## config.mk

```make
export PLATFORM = sky130hd
export DESIGN_NAME = pwm10_dbuf
export DESIGN_NICKNAME = d
export VERILOG_FILES = /design/src/rtl/pwm10_pkg.sv /design/src/rtl/pwm10_timebase.sv /design/src/rtl/pwm10_duty_buf.sv /design/src/rtl/pwm10_out_stage.sv /design/src/rtl/pwm10_dbuf.sv
export SDC_FILE = /design/constraint.sdc
export NUM_CORES = 1
export LEC_CHECK = 0
export BUFFER_PORTS_ARGS = -buffer_cell sky130_fd_sc_hd__buf_4
export CORE_UTILIZATION = 55
export DETAILED_ROUTE_END_ITERATION = 10
export GPL_TIMING_DRIVEN = 0
export PLACE_DENSITY = 0.78
export SLEW_MARGIN = 40
export SYNTH_ARGS = -nofsm -noshare
export SYNTH_HDL_FRONTEND = slang
export SYNTH_SLANG_ARGS = --single-unit
```

## constraint.sdc

```tcl
create_clock -name clk -period 4.2 [get_ports clk]
set_input_delay 0 -clock clk [delete_from_list [all_inputs] [get_ports clk]]
set_output_delay 0 -clock clk [all_outputs]
set_load 0.03 [all_outputs]
```

## src/rtl/pwm10_pkg.sv

```systemverilog
// Package: shared mode encoding for the double-buffered PWM generator.
// Assumes a 4-bit mode field; PWM is selected by the two upper mode bits.
package pwm10_pkg;
    localparam int MODE_W = 4;
    typedef logic [MODE_W-1:0] mode_t;
    localparam mode_t MODE_MASK = 4'b1100;
    localparam mode_t MODE_PWM  = 4'b1100;
endpackage

```

## src/rtl/pwm10_timebase.sv

```systemverilog
// Time base: holds the period value and a 10-bit counter (coarse count plus
// sub-count), flags the period-end step and registers the period strobe.
// Assumes SUB_W >= 1; period writes act immediately (not double-buffered).
module pwm10_timebase #(
    parameter int CNT_W = 8,
    parameter int SUB_W = 2,
    localparam int TB_W = CNT_W + SUB_W
) (
    input  logic             clk,
    input  logic             rst_n,
    input  logic             step_en,
    input  logic             period_wr,
    input  logic [CNT_W-1:0] period_data,
    output logic [TB_W-1:0]  tb_q,
    output logic [TB_W-1:0]  tb_inc,
    output logic             wrap_evt,
    output logic             strobe_q
);
    logic [CNT_W-1:0] period_q;
    logic [CNT_W-1:0] coarse;
    logic [SUB_W-1:0] sub;

    // Split the time base into its coarse and sub-count parts.
    assign coarse = tb_q[TB_W-1:SUB_W];
    assign sub    = tb_q[SUB_W-1:0];
    assign tb_inc = tb_q + TB_W'(1);

    // Period end: last sub-step of the coarse count equal to the period.
    assign wrap_evt = step_en && (&sub) && (coarse == period_q);

    // Period register, written directly.
    always_ff @(posedge clk) begin
        if (!rst_n)         period_q <= '0;
        else if (period_wr) period_q <= period_data;
    end

    // Counter: clear at period end, advance on each step, else hold.
    always_ff @(posedge clk) begin
        if (!rst_n)        tb_q <= '0;
        else if (wrap_evt) tb_q <= '0;
        else if (step_en)  tb_q <= tb_inc;
    end

    // One-cycle strobe in the first cycle of each new period.
    always_ff @(posedge clk) begin
        if (!rst_n) strobe_q <= 1'b0;
        else        strobe_q <= wrap_evt;
    end
endmodule

```

## src/rtl/pwm10_duty_buf.sv

```systemverilog
// Duty buffer: master duty (high part from the duty write, low part from
// the control word), the slave copy used by the compare, and the mode decode.
// Assumes the slave is loaded only on the period-end step.
module pwm10_duty_buf
    import pwm10_pkg::*;
#(
    parameter int CNT_W = 8,
    parameter int SUB_W = 2,
    localparam int TB_W   = CNT_W + SUB_W,
    localparam int CTRL_W = SUB_W + MODE_W
) (
    input  logic              clk,
    input  logic              rst_n,
    input  logic              duty_wr,
    input  logic [CNT_W-1:0]  duty_data,
    input  logic              ctrl_wr,
    input  logic [CTRL_W-1:0] ctrl_data,
    input  logic              load,
    output logic [TB_W-1:0]   master_duty,
    output logic [TB_W-1:0]   slave_duty,
    output logic              pwm_mode
);
    logic [CNT_W-1:0]  hi_q;
    logic [CTRL_W-1:0] ctrl_q;
    mode_t             mode;

    // Assemble the master duty and decode the mode field.
    assign master_duty = {hi_q, ctrl_q[CTRL_W-1:MODE_W]};
    assign mode        = ctrl_q[MODE_W-1:0];
    assign pwm_mode    = ((mode & MODE_MASK) == MODE_PWM);

    // Duty high-part register.
    always_ff @(posedge clk) begin
        if (!rst_n)       hi_q <= '0;
        else if (duty_wr) hi_q <= duty_data;
    end

    // Control word register (low duty bits and mode).
    always_ff @(posedge clk) begin
        if (!rst_n)       ctrl_q <= '0;
        else if (ctrl_wr) ctrl_q <= ctrl_data;
    end

    // Slave copy, refreshed only at the period boundary.
    always_ff @(posedge clk) begin
        if (!rst_n)    slave_duty <= '0;
        else if (load) slave_duty <= master_duty;
    end
endmodule

```

## src/rtl/pwm10_out_stage.sv

```systemverilog
// Output stage: sets the output at period start (non-zero duty), clears it
// when the time base reaches the slave duty, and forces it low outside PWM mode.
// Assumes the time base and slave duty share one width.
module pwm10_out_stage #(
    parameter int TB_W = 10
) (
    input  logic            clk,
    input  logic            rst_n,
    input  logic            pwm_mode,
    input  logic            step_en,
    input  logic            wrap_evt,
    input  logic [TB_W-1:0] tb_inc,
    input  logic [TB_W-1:0] master_duty,
    input  logic [TB_W-1:0] slave_duty,
    output logic            pwm_out
);
    logic out_q;

    // Output latch: set/reset from period start and duty compare.
    always_ff @(posedge clk) begin
        if (!rst_n)                               out_q <= 1'b0;
        else if (!pwm_mode)                       out_q <= 1'b0;
        else if (wrap_evt)                        out_q <= (master_duty != '0);
        else if (step_en && tb_inc == slave_duty) out_q <= 1'b0;
    end

    // Gate with the mode so a control clear takes effect at once.
    assign pwm_out = out_q & pwm_mode;
endmodule

```

## src/rtl/pwm10_dbuf.sv

```systemverilog
// Top: double-buffered 10-bit PWM generator. Connects the time base, the
// duty buffer and the output stage. Assumes a single clock domain.
module pwm10_dbuf
    import pwm10_pkg::*;
#(
    parameter int CNT_W = 8,
    parameter int SUB_W = 2,
    localparam int TB_W   = CNT_W + SUB_W,
    localparam int CTRL_W = SUB_W + MODE_W
) (
    input  logic              clk,
    input  logic              rst_n,
    input  logic              step_en,
    input  logic              period_wr,
    input  logic [CNT_W-1:0]  period_data,
    input  logic              duty_wr,
    input  logic [CNT_W-1:0]  duty_data,
    input  logic              ctrl_wr,
    input  logic [CTRL_W-1:0] ctrl_data,
    output logic              pwm_out,
    output logic              period_strobe
);
    logic [TB_W-1:0] tb_q;
    logic [TB_W-1:0] tb_inc;
    logic            wrap_evt;
    logic [TB_W-1:0] master_duty;
    logic [TB_W-1:0] slave_duty;
    logic            pwm_mode;

    pwm10_timebase #(.CNT_W(CNT_W), .SUB_W(SUB_W)) i_tb (
        .clk(clk), .rst_n(rst_n), .step_en(step_en),
        .period_wr(period_wr), .period_data(period_data),
        .tb_q(tb_q), .tb_inc(tb_inc), .wrap_evt(wrap_evt),
        .strobe_q(period_strobe)
    );

    pwm10_duty_buf #(.CNT_W(CNT_W), .SUB_W(SUB_W)) i_duty (
        .clk(clk), .rst_n(rst_n),
        .duty_wr(duty_wr), .duty_data(duty_data),
        .ctrl_wr(ctrl_wr), .ctrl_data(ctrl_data),
        .load(wrap_evt), .master_duty(master_duty),
        .slave_duty(slave_duty), .pwm_mode(pwm_mode)
    );

    pwm10_out_stage #(.TB_W(TB_W)) i_out (
        .clk(clk), .rst_n(rst_n), .pwm_mode(pwm_mode),
        .step_en(step_en), .wrap_evt(wrap_evt), .tb_inc(tb_inc),
        .master_duty(master_duty), .slave_duty(slave_duty),
        .pwm_out(pwm_out)
    );
endmodule

```

==> results of run 1 <==
==> stage by stage <==
| step | setup slack [ns] | cells | hold WS [ns] | area [um2] | total power [W] |
|---|---|---|---|---|---|
| after floorplan | 2.51 | 221 | 0.147 | 2060 | 0.000477 |
| after global placement | 2.25 | 291 | 0.235 | 2300 | 0.000503 |
| after detailed placement | 2.23 | 291 | 0.242 | 2300 | 0.000506 |
| after CTS | 2.20 | 320 | 0.00241 | 2620 | 0.000839 |
| after global routing | 2.00 | 320 | 0.0321 | 2620 | 0.000869 |
| final | 2.18 | 320 | 0.000354 | 2620 | 0.000836 |
==> worst max-delay path: stages (launching register included) <==
cell	delay, ns
dfxtp_1	0.42
ha_1	0.26
buf_2	0.24
and3b_1	0.20
and4_2	0.22
o31ai_1	0.23
nand3_1	0.12
o2111ai_1	0.11
o2bb2ai_1	0.15
==> Yosys cell counts, types with 2 or more instances <==
| library cell | number | area, um2 |
|---|---|---|
| dfxtp_1 | 42 | 841 |
| buf_2 | 6 | 30.0 |
| a21oi_1 | 2 | 10.0 |
| xor2_1 | 11 | 96.3 |
| xnor2_1 | 16 | 140 |
| clkbuf_1 | 6 | 22.5 |
| nor3_1 | 4 | 20.0 |
| mux2i_1 | 31 | 310 |
| nand4_1 | 5 | 31.3 |
| nor4_1 | 3 | 18.8 |
| buf_6 | 3 | 33.8 |
| a31oi_1 | 2 | 12.5 |
| and3_1 | 5 | 31.3 |
| nand3_1 | 8 | 40.0 |
| nor2_1 | 44 | 165 |
| o31ai_1 | 2 | 15.0 |
| nand2_1 | 7 | 26.3 |
| and2_1 | 2 | 12.5 |
==> layout make-up <==
class / count / area [um2]
clock buffers: 6 / 72.6
fillers: 278 / 850
flip-flops and latches: 42 / 841
multi-input cells: 161 / 1120
repair buffers: 45 / 390
inverters: 1 / 3.75
plain buffers: 17 / 97.6
well taps: 46 / 57.6
clock inverters: 2 / 37.5
==> where the power goes <==
group          switching (W)  internal (W)  total (W)  leakage (nW)
sequential         0.0000117      0.000412   0.000423         0.343
clock               0.000144      0.000177   0.000321        0.0514
combinational      0.0000393     0.0000520  0.0000913         0.774
total               0.000195      0.000641   0.000836          1.17
==> worst max path at each step <==
stage / endpoint / depth (start not counted) / startpoint
after floorplan: i_out.out_q / 7 / i_tb.tb_q[0]
after global placement: i_out.out_q / 8 / i_tb.tb_q[0]
after detailed placement: i_out.out_q / 8 / i_tb.tb_q[0]
after CTS: i_out.out_q / 8 / i_tb.tb_q[0]
after global routing: i_out.out_q / 8 / i_tb.tb_q[0]
final: i_out.out_q / 8 / i_tb.tb_q[0]
==> state kept, by name, summed over array words and instances (netlist names) <==
register,count
i_duty.slave_duty,10
i_tb.tb_q,10
i_duty.hi_q,8
i_tb.period_q,8
i_duty.ctrl_q,4
i_out.out_q,1
i_tb.strobe_q,1
==> layer usage <==
metal  wire, um  up-vias  GRT usage
li1           -      856          -
met1       2130      757      0.310
met2       2300       34      0.457
met3        157       13     0.0688
met4        125        0      0.105
met5          0        -          0
==> cell families after synthesis <==
kind of cell	count (synthesis)	synth area share
fa+ha+maj	1	0.00607
flops	42	0.408
xor+xnor	28	0.128
compound gates	13	0.0534
simple gates	88	0.205
mux	31	0.151
buf+inv	18	0.0492
==> placed cells by master, fill, tap and decap left out, types with 2 or more instances in the layout <==
cell type	n
buf_4	25
and2_1	2
and3_1	5
a31oi_1	2
a21oi_1	2
xnor2_1	16
nor3_1	4
nand4_1	5
xor2_1	11
mux2i_1	31
dfxtp_1	42
nand3_1	8
nor4_1	3
clkbuf_1	7
dlygate4sd3_1	21
nand2_1	7
nor2_1	44
buf_6	3
buf_2	6
o31ai_1	2
clkbuf_8	5
==> qor.txt, run 1 <==
Worst Max-Slew Pin Slew = 0.567 ns
final worst-path cycle share = 0.481
Skew-Pair Late Insertion Delay = 0.30 ns
detailed-route wire length = 4720 um
Mean Syn Cell Area = 9.32 um2
starting density of the core = 0.594
Worst Setup End Kind = flip-flop
Max-cap violations = 0
Via density = 5.19
Num CTS Buffers = 5
worst vdd ir = 0.275 mV
worst reg2reg setup slack = 2.18 ns
CTS tree = built
All-Layer GR Usage = 0.265
critical path arrival = 2.26 ns
Netlist cell types = 40
Crit Path Class = flip-flop to flip-flop
RSZ-0062 raised after global routing = false
largest net degree at the start of global routing = 14
Leak = 1.17 nW
syn_nets = 250
hold endpoint = i_out.out_q
Worst-path clk slew = 0.08 ns
drt pass-1 iters = 4
CTS H-tree lvls = 2
Post-CTS Setup Bufs = 0
min Tclk post-route = 2.02 ns
r2r endpoint = i_out.out_q
die footprint = 4000 um2
HP Class = primary input to flip-flop
die width = 63.2 um
first-pass GRT wire length = 8000 um
CP Max Fanout = 10
Core Region = 3470 um2
nature of the critical path startpoint = flip-flop
Final Setup Violations = 0
Sink Count = 42
share of layout cells above drive strength 1 = 0.168
#FFs+latches synth = 42
cts repair resizes = 0
drt first-iter violations = 130
Root Buffer = clkbuf_8
vias in the first global route = 1710
via count = 1660
worst hold start = rst_n
fmax = 495 MHz
Cells on Worst Hold Path = 3
clk_skew = 0.00476 ns
ys flop type = dfxtp_1
Placer Congestion = 0.862
required time of the critical path = 4.44 ns
CTS Hold Buffers Added = 21
DRC Markers = 0
fin util = 0.755
worst reg2reg path depth = 8
Final HPWL DP = 3050 um
register area share after synthesis = 0.408
YS warnings = 0
critical register-to-register path startpoint = i_tb.tb_q[0]
row count = 21
Synth Cell Area = 2060 um2
Post-synth EDFFs = 0
Buffers on Ports = 24
# IOs = 30
Async SR Flop Fraction = 0
clk buf depth = 2
# nets final = 302
routed length per instance = 14.7 um
max_slew headroom = 0.622
Synth-to-Final Area Change = 27.1%
outcome = completed
number of failing hold endpoints at the final stage = 0
post-route ant nets = 0
Final TNS setup = 0 ns
ant diodes = 0
initial antenna violation count = 0
Final Slew Violations = 0
post-synthesis instance total = 221
die height = 63.2 um
gr ovfl total = 0
total power per unit cell area = 319 nW/um2
No activity file was read; power rests on OpenSTA's default activity.
==> run 2, diff against run 1 <==
==> constraint.sdc (replaced) <==
create_clock -name clk -period 1.9 [get_ports clk]
set_input_delay 0 -clock clk [delete_from_list [all_inputs] [get_ports clk]]
set_output_delay 0 -clock clk [all_outputs]
set_load 0.03 [all_outputs]
==> run 2 against run 1 <==
Power rose by 120%. Clock power rose by 120%. Non-clock buffer count did not move.
==> qor.txt, run 2 (synthesis gave the netlist of run 1 again) <==
required time of the critical path = 2.07 ns (was 4.44 ns)
Switching Fraction = 0.238 (was 0.233)
drt pass-1 iters = 4 (unchanged)
row count = 21 (unchanged)
Max-cap violations = 0 (unchanged)
nature of the critical path startpoint = flip-flop (unchanged)
Critical Path Max Stage Delay = 0.37 ns (was 0.42 ns)
Switch Pwr = 0.000445 W (was 0.000195 W)
total power per unit cell area = 691 nW/um2 (was 319 nW/um2)
via count = 1702 (was 1660)
clk_skew = 0.00642 ns (was 0.00476 ns)
worst vdd ir = 0.607 mV (was 0.275 mV)
post-route ant nets = 0 (unchanged)
starting density of the core = 0.594 (unchanged)
Final Slew Violations = 0 (unchanged)
CTS H-tree lvls = 2 (unchanged)
fmax = 542 MHz (was 495 MHz)
Final Setup Violations = 0 (unchanged)
CP cell instances = clkbuf_4, xnor2_2, nand3_2, or3_1, clkbuf_4, buf_6, mux2i_1, nor2_1 (was ha_1, buf_2, and3b_1, and4_2, o31ai_1, nand3_1, o2111ai_1, o2bb2ai_1)
CTS tree = built (unchanged)
WP depth = 8 (unchanged)
DRC Markers = 0 (unchanged)
Crit Path Class = flip-flop to flip-flop (unchanged)
routed length per instance = 15.3 um (was 14.7 um)
die width = 63.2 um (unchanged)
sequential fraction of design power = 0.502 (was 0.506)
number of failing hold endpoints at the final stage = 0 (unchanged)
min Tclk post-route = 1.85 ns (was 2.02 ns)
fin area = 2710 um2 (was 2620 um2)
first-pass GRT wire length = 8140 um (was 8000 um)
max_slew headroom = 0.595 (was 0.622)
Worst Max-Slew Pin Slew = 0.608 ns (was 0.567 ns)
largest net degree at the start of global routing = 14 (unchanged)
CP Max Fanout = 10 (unchanged)
Buffers on Ports = 24 (unchanged)
ant diodes = 0 (unchanged)
detailed-route wire length = 4890 um (was 4720 um)
Via density = 5.32 (was 5.19)
Bufs and invs on worst path = 3 (was 1)
share of layout cells above drive strength 1 = 0.208 (was 0.168)
Int Power = 0.00143 W (was 0.000641 W)
Leak = 1.18 nW (was 1.17 nW)
drt first-iter violations = 199 (was 130)
outcome = completed (unchanged)
Synth-to-Final Area Change = 31.4% (was 27.1%)
Cells on Worst Hold Path = 3 (unchanged)
commonest non-fill, non-tap cell in the layout = nor2_1 (unchanged)
Core Region = 3470 um2 (unchanged)
Final WS setup = 0.0547 ns (was 2.18 ns)
critical path arrival = 2.02 ns (was 2.26 ns)
Final TNS setup = 0 ns (unchanged)
Comb pwr share = 0.115 (was 0.109)
Final HPWL DP = 3050 um (unchanged)
die footprint = 4000 um2 (unchanged)
final worst-path cycle share = 0.971 (was 0.481)
Post-CTS Setup Bufs = 0 (unchanged)
CP max-delay cell = or3_1 (was dfxtp_1)
Placer Congestion = 0.862 (unchanged)
Num CTS Buffers = 5 (unchanged)
Root Buffer = clkbuf_8 (unchanged)
# nets final = 302 (unchanged)
Worst-path clk slew = 0.08 ns (about the same)
Area after DPL = 2300 um2 (unchanged)
clock network fraction of design power = 0.382 (was 0.384)
Tot Pwr = 0.00187 W (was 0.000836 W)
die height = 63.2 um (unchanged)
hold slack = 0.00950 ns (was 0.000354 ns)
Top Registers = i_duty.slave_duty x10, i_tb.tb_q x10 (unchanged)
# IOs = 30 (unchanged)
DP Worst Slack = -0.0732 ns (was 2.23 ns)
Skew-Pair Late Insertion Delay = 0.30 ns (about the same)
clk buf depth = 2 (unchanged)
Worst Setup End Kind = flip-flop (unchanged)
gr ovfl total = 0 (unchanged)
Sink Count = 42 (unchanged)
CP most frequent cell = clkbuf_4
initial antenna violation count = 0 (unchanged)
commonest non-fill, non-tap cells in the layout = 44 x nor2_1, 39 x dfxtp_1, 31 x mux2i_1 (was 44 x nor2_1, 42 x dfxtp_1, 31 x mux2i_1)
All-Layer GR Usage = 0.269 (was 0.265)
vias in the first global route = 1769 (was 1710)
worst reg2reg path depth = 8 (unchanged)
delay-heaviest family, CP = simple AND/OR/NAND/NOR gates (unchanged)
HP Class = primary input to flip-flop (unchanged)
[run 2: through the flow]
step,util,instances
finish,0.781,320
global route,0.781,320
CTS,0.756,320
detailed placement,0.663,291
global placement,0.663,291
floorplan,-,221
[run 2: worst min-delay path, delay by kind of cell]
kind / cells / cell delay (ns)
compound gates: 1 / 0.06
buf+inv: 1 / 0.13
simple gates: 1 / 0.08
[run 2: final timing paths]
kind | startpoint | to | slack (ns)
worst max-delay path | i_tb.tb_q[8] | i_duty.slave_duty[7] | 0.05
worst min-delay path | rst_n | i_out.out_q | 0.01
worst max register to register | i_tb.tb_q[8] | i_duty.slave_duty[7] | 0.05
worst min register to register | i_duty.ctrl_q[2] | i_out.out_q | 0.49
[run 2: routing by layer]
layer / track usage / part of all wire / vias up
li1: - / - / 855
met1: 0.316 / 0.46 / 798
met2: 0.462 / 0.48 / 36
met3: 0.0688 / 0.034 / 13
met4: 0.108 / 0.028 / 0
met5: 0 / 0 / -
[run 2: cell type report]
type,count,area (um2)
repair buffers,45,390
flip-flops and latches,42,847
multi-input cells,161,1180
inverters,1,3.75
fillers,261,761
well taps,46,57.6
plain buffers,17,118
clock buffers,6,72.6
clock inverters,2,37.5
[run 2: repair_timing]
item / 4_1_cts / 5_1_grt
gates resized for setup: 2 / 20
endpoints found under the setup margin: 1 / 19
endpoints found under the hold margin: 21 / 0
pin swaps: 0 / 1
hold buffers: 21 / 0
[run 2: power groups by stage]
| stage | Combinational [W] | Clock, W | Sequential, W |
|---|---|---|---|
| 6_report | 0.000215 | 0.000715 | 0.000940 |
| 3_5_place_dp | 0.000163 | 0 | 0.000955 |
| 4_1_cts | 0.000197 | 0.000724 | 0.000935 |
| 3_3_place_gp | 0.000158 | 0 | 0.000954 |
| 2_1_floorplan | 0.000105 | 0 | 0.000948 |
| 5_1_grt | 0.000235 | 0.000760 | 0.000944 |
==> run 3, diff against run 2 <==
--- a/config.mk
+++ b/config.mk
@@ -8,7 +8,6 @@
 export BUFFER_PORTS_ARGS = -buffer_cell sky130_fd_sc_hd__buf_4
 export CORE_UTILIZATION = 55
 export DETAILED_ROUTE_END_ITERATION = 10
-export GPL_TIMING_DRIVEN = 0
 export PLACE_DENSITY = 0.78
 export SLEW_MARGIN = 40
 export SYNTH_ARGS = -nofsm -noshare
==> run 3 against run 2 <==
Wire length shrank 5.0%. Worst setup slack gained 0.019 ns. Die area is the same. Critical endpoint is now i_out.out_q. Non-clock buffer count grew 1. Highest routed layer unchanged.
==> qor.txt, run 3 (synthesis gave the netlist of run 1 again) <==
fin util = 0.772 (was 0.781)
die footprint = 4000 um2 (unchanged)
first-pass GRT wire length = 7790 um (was 8140 um)
Crit Path Class = flip-flop to flip-flop (unchanged)
Final HPWL DP = 2960 um (was 3050 um)
Final Slew Violations = 0 (unchanged)
Reg area = 842 um2 (was 847 um2)
Skew-Pair Late Insertion Delay = 0.29 ns (was 0.30 ns)
critical register-to-register path startpoint = i_tb.tb_q[0] (was i_tb.tb_q[8])
Int Power = 0.00143 W (about the same)
Cells on Worst Hold Path = 3 (unchanged)
Worst Max-Slew Pin Slew = 0.338 ns (was 0.608 ns)
commonest non-fill, non-tap cells in the layout = 44 x nor2_1, 41 x dfxtp_1, 39 x buf_4 (was 44 x nor2_1, 39 x dfxtp_1, 31 x mux2i_1)
Worst-path clk slew = 0.08 ns (about the same)
Switching Fraction = 0.226 (was 0.238)
Worst Setup End Kind = flip-flop (unchanged)
Top Registers = i_duty.slave_duty x10, i_tb.tb_q x10 (unchanged)
filler instances = 230 (was 261)
gr ovfl total = 0 (unchanged)
Via density = 5.30 (was 5.32)
# IOs = 30 (unchanged)
final worst-path cycle share = 0.961 (was 0.971)
starting density of the core = 0.594 (unchanged)
number of failing hold endpoints at the final stage = 0 (unchanged)
Placer Congestion = 0.885 (was 0.862)
CTS tree = built (unchanged)
area taken by multi-input logic gates = 1120 um2 (was 1180 um2)
clock network fraction of design power = 0.378 (was 0.382)
worst vdd ir = 0.574 mV (was 0.607 mV)
# nets final = 303 (was 302)
min Tclk post-route = 1.83 ns (was 1.85 ns)
hold endpoint = i_duty.ctrl_q[2] (was i_out.out_q)
initial antenna violation count = 0 (unchanged)
CTS H-tree lvls = 2 (unchanged)
clk buf depth = 2 (unchanged)
Num CTS Buffers = 5 (unchanged)
worst hold start = ctrl_wr (was rst_n)
Synth-to-Final Area Change = 29.9% (was 31.4%)
max_slew headroom = 0.772 (was 0.595)
routed length per instance = 14.5 um (was 15.3 um)
via count = 1702 (unchanged)
All-Layer GR Usage = 0.253 (was 0.269)
row count = 21 (unchanged)
clk_skew = 0.00791 ns (was 0.00642 ns)
worst reg2reg path depth = 8 (unchanged)
nature of the critical path startpoint = flip-flop (unchanged)
share of layout cells above drive strength 1 = 0.196 (was 0.208)
Switch Pwr = 0.000417 W (was 0.000445 W)
largest net degree at the start of global routing = 29 (was 14)
die height = 63.2 um (unchanged)
Core Region = 3470 um2 (unchanged)
CP Max Fanout = 11 (was 10)
DP Worst Slack = 0.0993 ns (was -0.0732 ns)
Final Setup Violations = 0 (unchanged)
die width = 63.2 um (unchanged)
fin cells = 321 (was 320)
outcome = completed (unchanged)
DRC Markers = 0 (unchanged)
commonest non-fill, non-tap cell in the layout = nor2_1 (unchanged)
r2r endpoint = i_out.out_q (was i_duty.slave_duty[7])
worst reg2reg setup slack = 0.07 ns (was 0.05 ns)
Leak = 1.20 nW (was 1.18 nW)
Sink Count = 42 (unchanged)
vias in the first global route = 1715 (was 1769)
Buffers on Ports = 27 (was 24)
fmax = 547 MHz (was 542 MHz)
total power per unit cell area = 688 nW/um2 (was 691 nW/um2)
Root Buffer = clkbuf_8 (unchanged)
Final TNS setup = 0 ns (unchanged)
detailed-route wire length = 4640 um (was 4890 um)
Max-cap violations = 0 (unchanged)
Final WS setup = 0.0733 ns (was 0.0547 ns)
critical path arrival = 2.06 ns (was 2.02 ns)
ant diodes = 0 (unchanged)
Inst Count DP = 288 (was 291)
Comb pwr share = 0.116 (was 0.115)
drt pass-1 iters = 4 (unchanged)
post-route ant nets = 0 (unchanged)
drt first-iter violations = 98 (was 199)
sequential fraction of design power = 0.507 (was 0.502)
required time of the critical path = 2.13 ns (was 2.07 ns)
HP Class = primary input to flip-flop (unchanged)
## run 3: changes by cell type in the layout (fill, tap and decap cells not counted), moves of 2 or more
cell,change
xnor2_2,-3
clkbuf_4,-3
buf_6,-5
dlygate4sd3_1,+2
buf_4,+14
clkbuf_1,-6
xnor2_1,+3
a31oi_1,+2
dfxtp_1,+2
a31oi_2,-2
## run 3: layer usage
layer,global-route usage,vias up,share of wire
li1,-,854,-
met5,0,-,0
met4,0.0966,0,0.016
met3,0.0525,10,0.039
met2,0.430,42,0.49
met1,0.312,796,0.45
## run 3: timing repair
item,4_1_cts,5_1_grt
hold buffers,23,0
hold endpoints to repair,21,0
resized for setup,0,2
setup endpoints to repair,0,1
buffers inserted,0,2
## run 3: power by group through the flow
stage | registers, W | logic (W) | clock network [W]
4_1_cts | 0.000934 | 0.000207 | 0.000702
2_1_floorplan | 0.000948 | 0.000105 | 0
6_report | 0.000934 | 0.000213 | 0.000696
3_5_place_dp | 0.000954 | 0.000168 | 0
5_1_grt | 0.000938 | 0.000233 | 0.000747
3_3_place_gp | 0.000953 | 0.000164 | 0
## run 3: worst max path at each step
stage                             from     endpoint
after CTS                 i_tb.tb_q[1]  i_out.out_q
after global routing      i_tb.tb_q[1]  i_out.out_q
final                     i_tb.tb_q[0]  i_out.out_q
after floorplan           i_tb.tb_q[0]  i_out.out_q
after detailed placement  i_tb.tb_q[1]  i_out.out_q
after global placement    i_tb.tb_q[1]  i_out.out_q
## run 3: through the flow
step | cell area [um2] | total power [W] | hold slack (ns)
finish | 2680 | 0.00184 | 0.0103
CTS | 2660 | 0.00184 | 0.0117
global placement | 2320 | 0.00112 | 0.231
floorplan | 2060 | 0.00105 | 0.147
global route | 2680 | 0.00192 | 0.0163
detailed placement | 2320 | 0.00112 | 0.240
## run 3: worst max-delay path, stage by stage (launching register included)
cell and delay, ns:
dfxtp_1 0.32, ha_1 0.21, buf_4 0.17, nand4_1 0.14, and2b_2 0.25, buf_4 0.14, a311o_1 0.30, o2111ai_1 0.10
o2bb2ai_1 0.13
## run 3: cell type report
cell class	count	share of cell area
Tap cell	46	0.0215
Clock buffer	6	0.0271
Inverter	1	0.00140
Sequential cell	42	0.315
Timing Repair Buffer	63	0.203
Multi-Input combinational cell	161	0.418
Clock inverter	2	0.0140
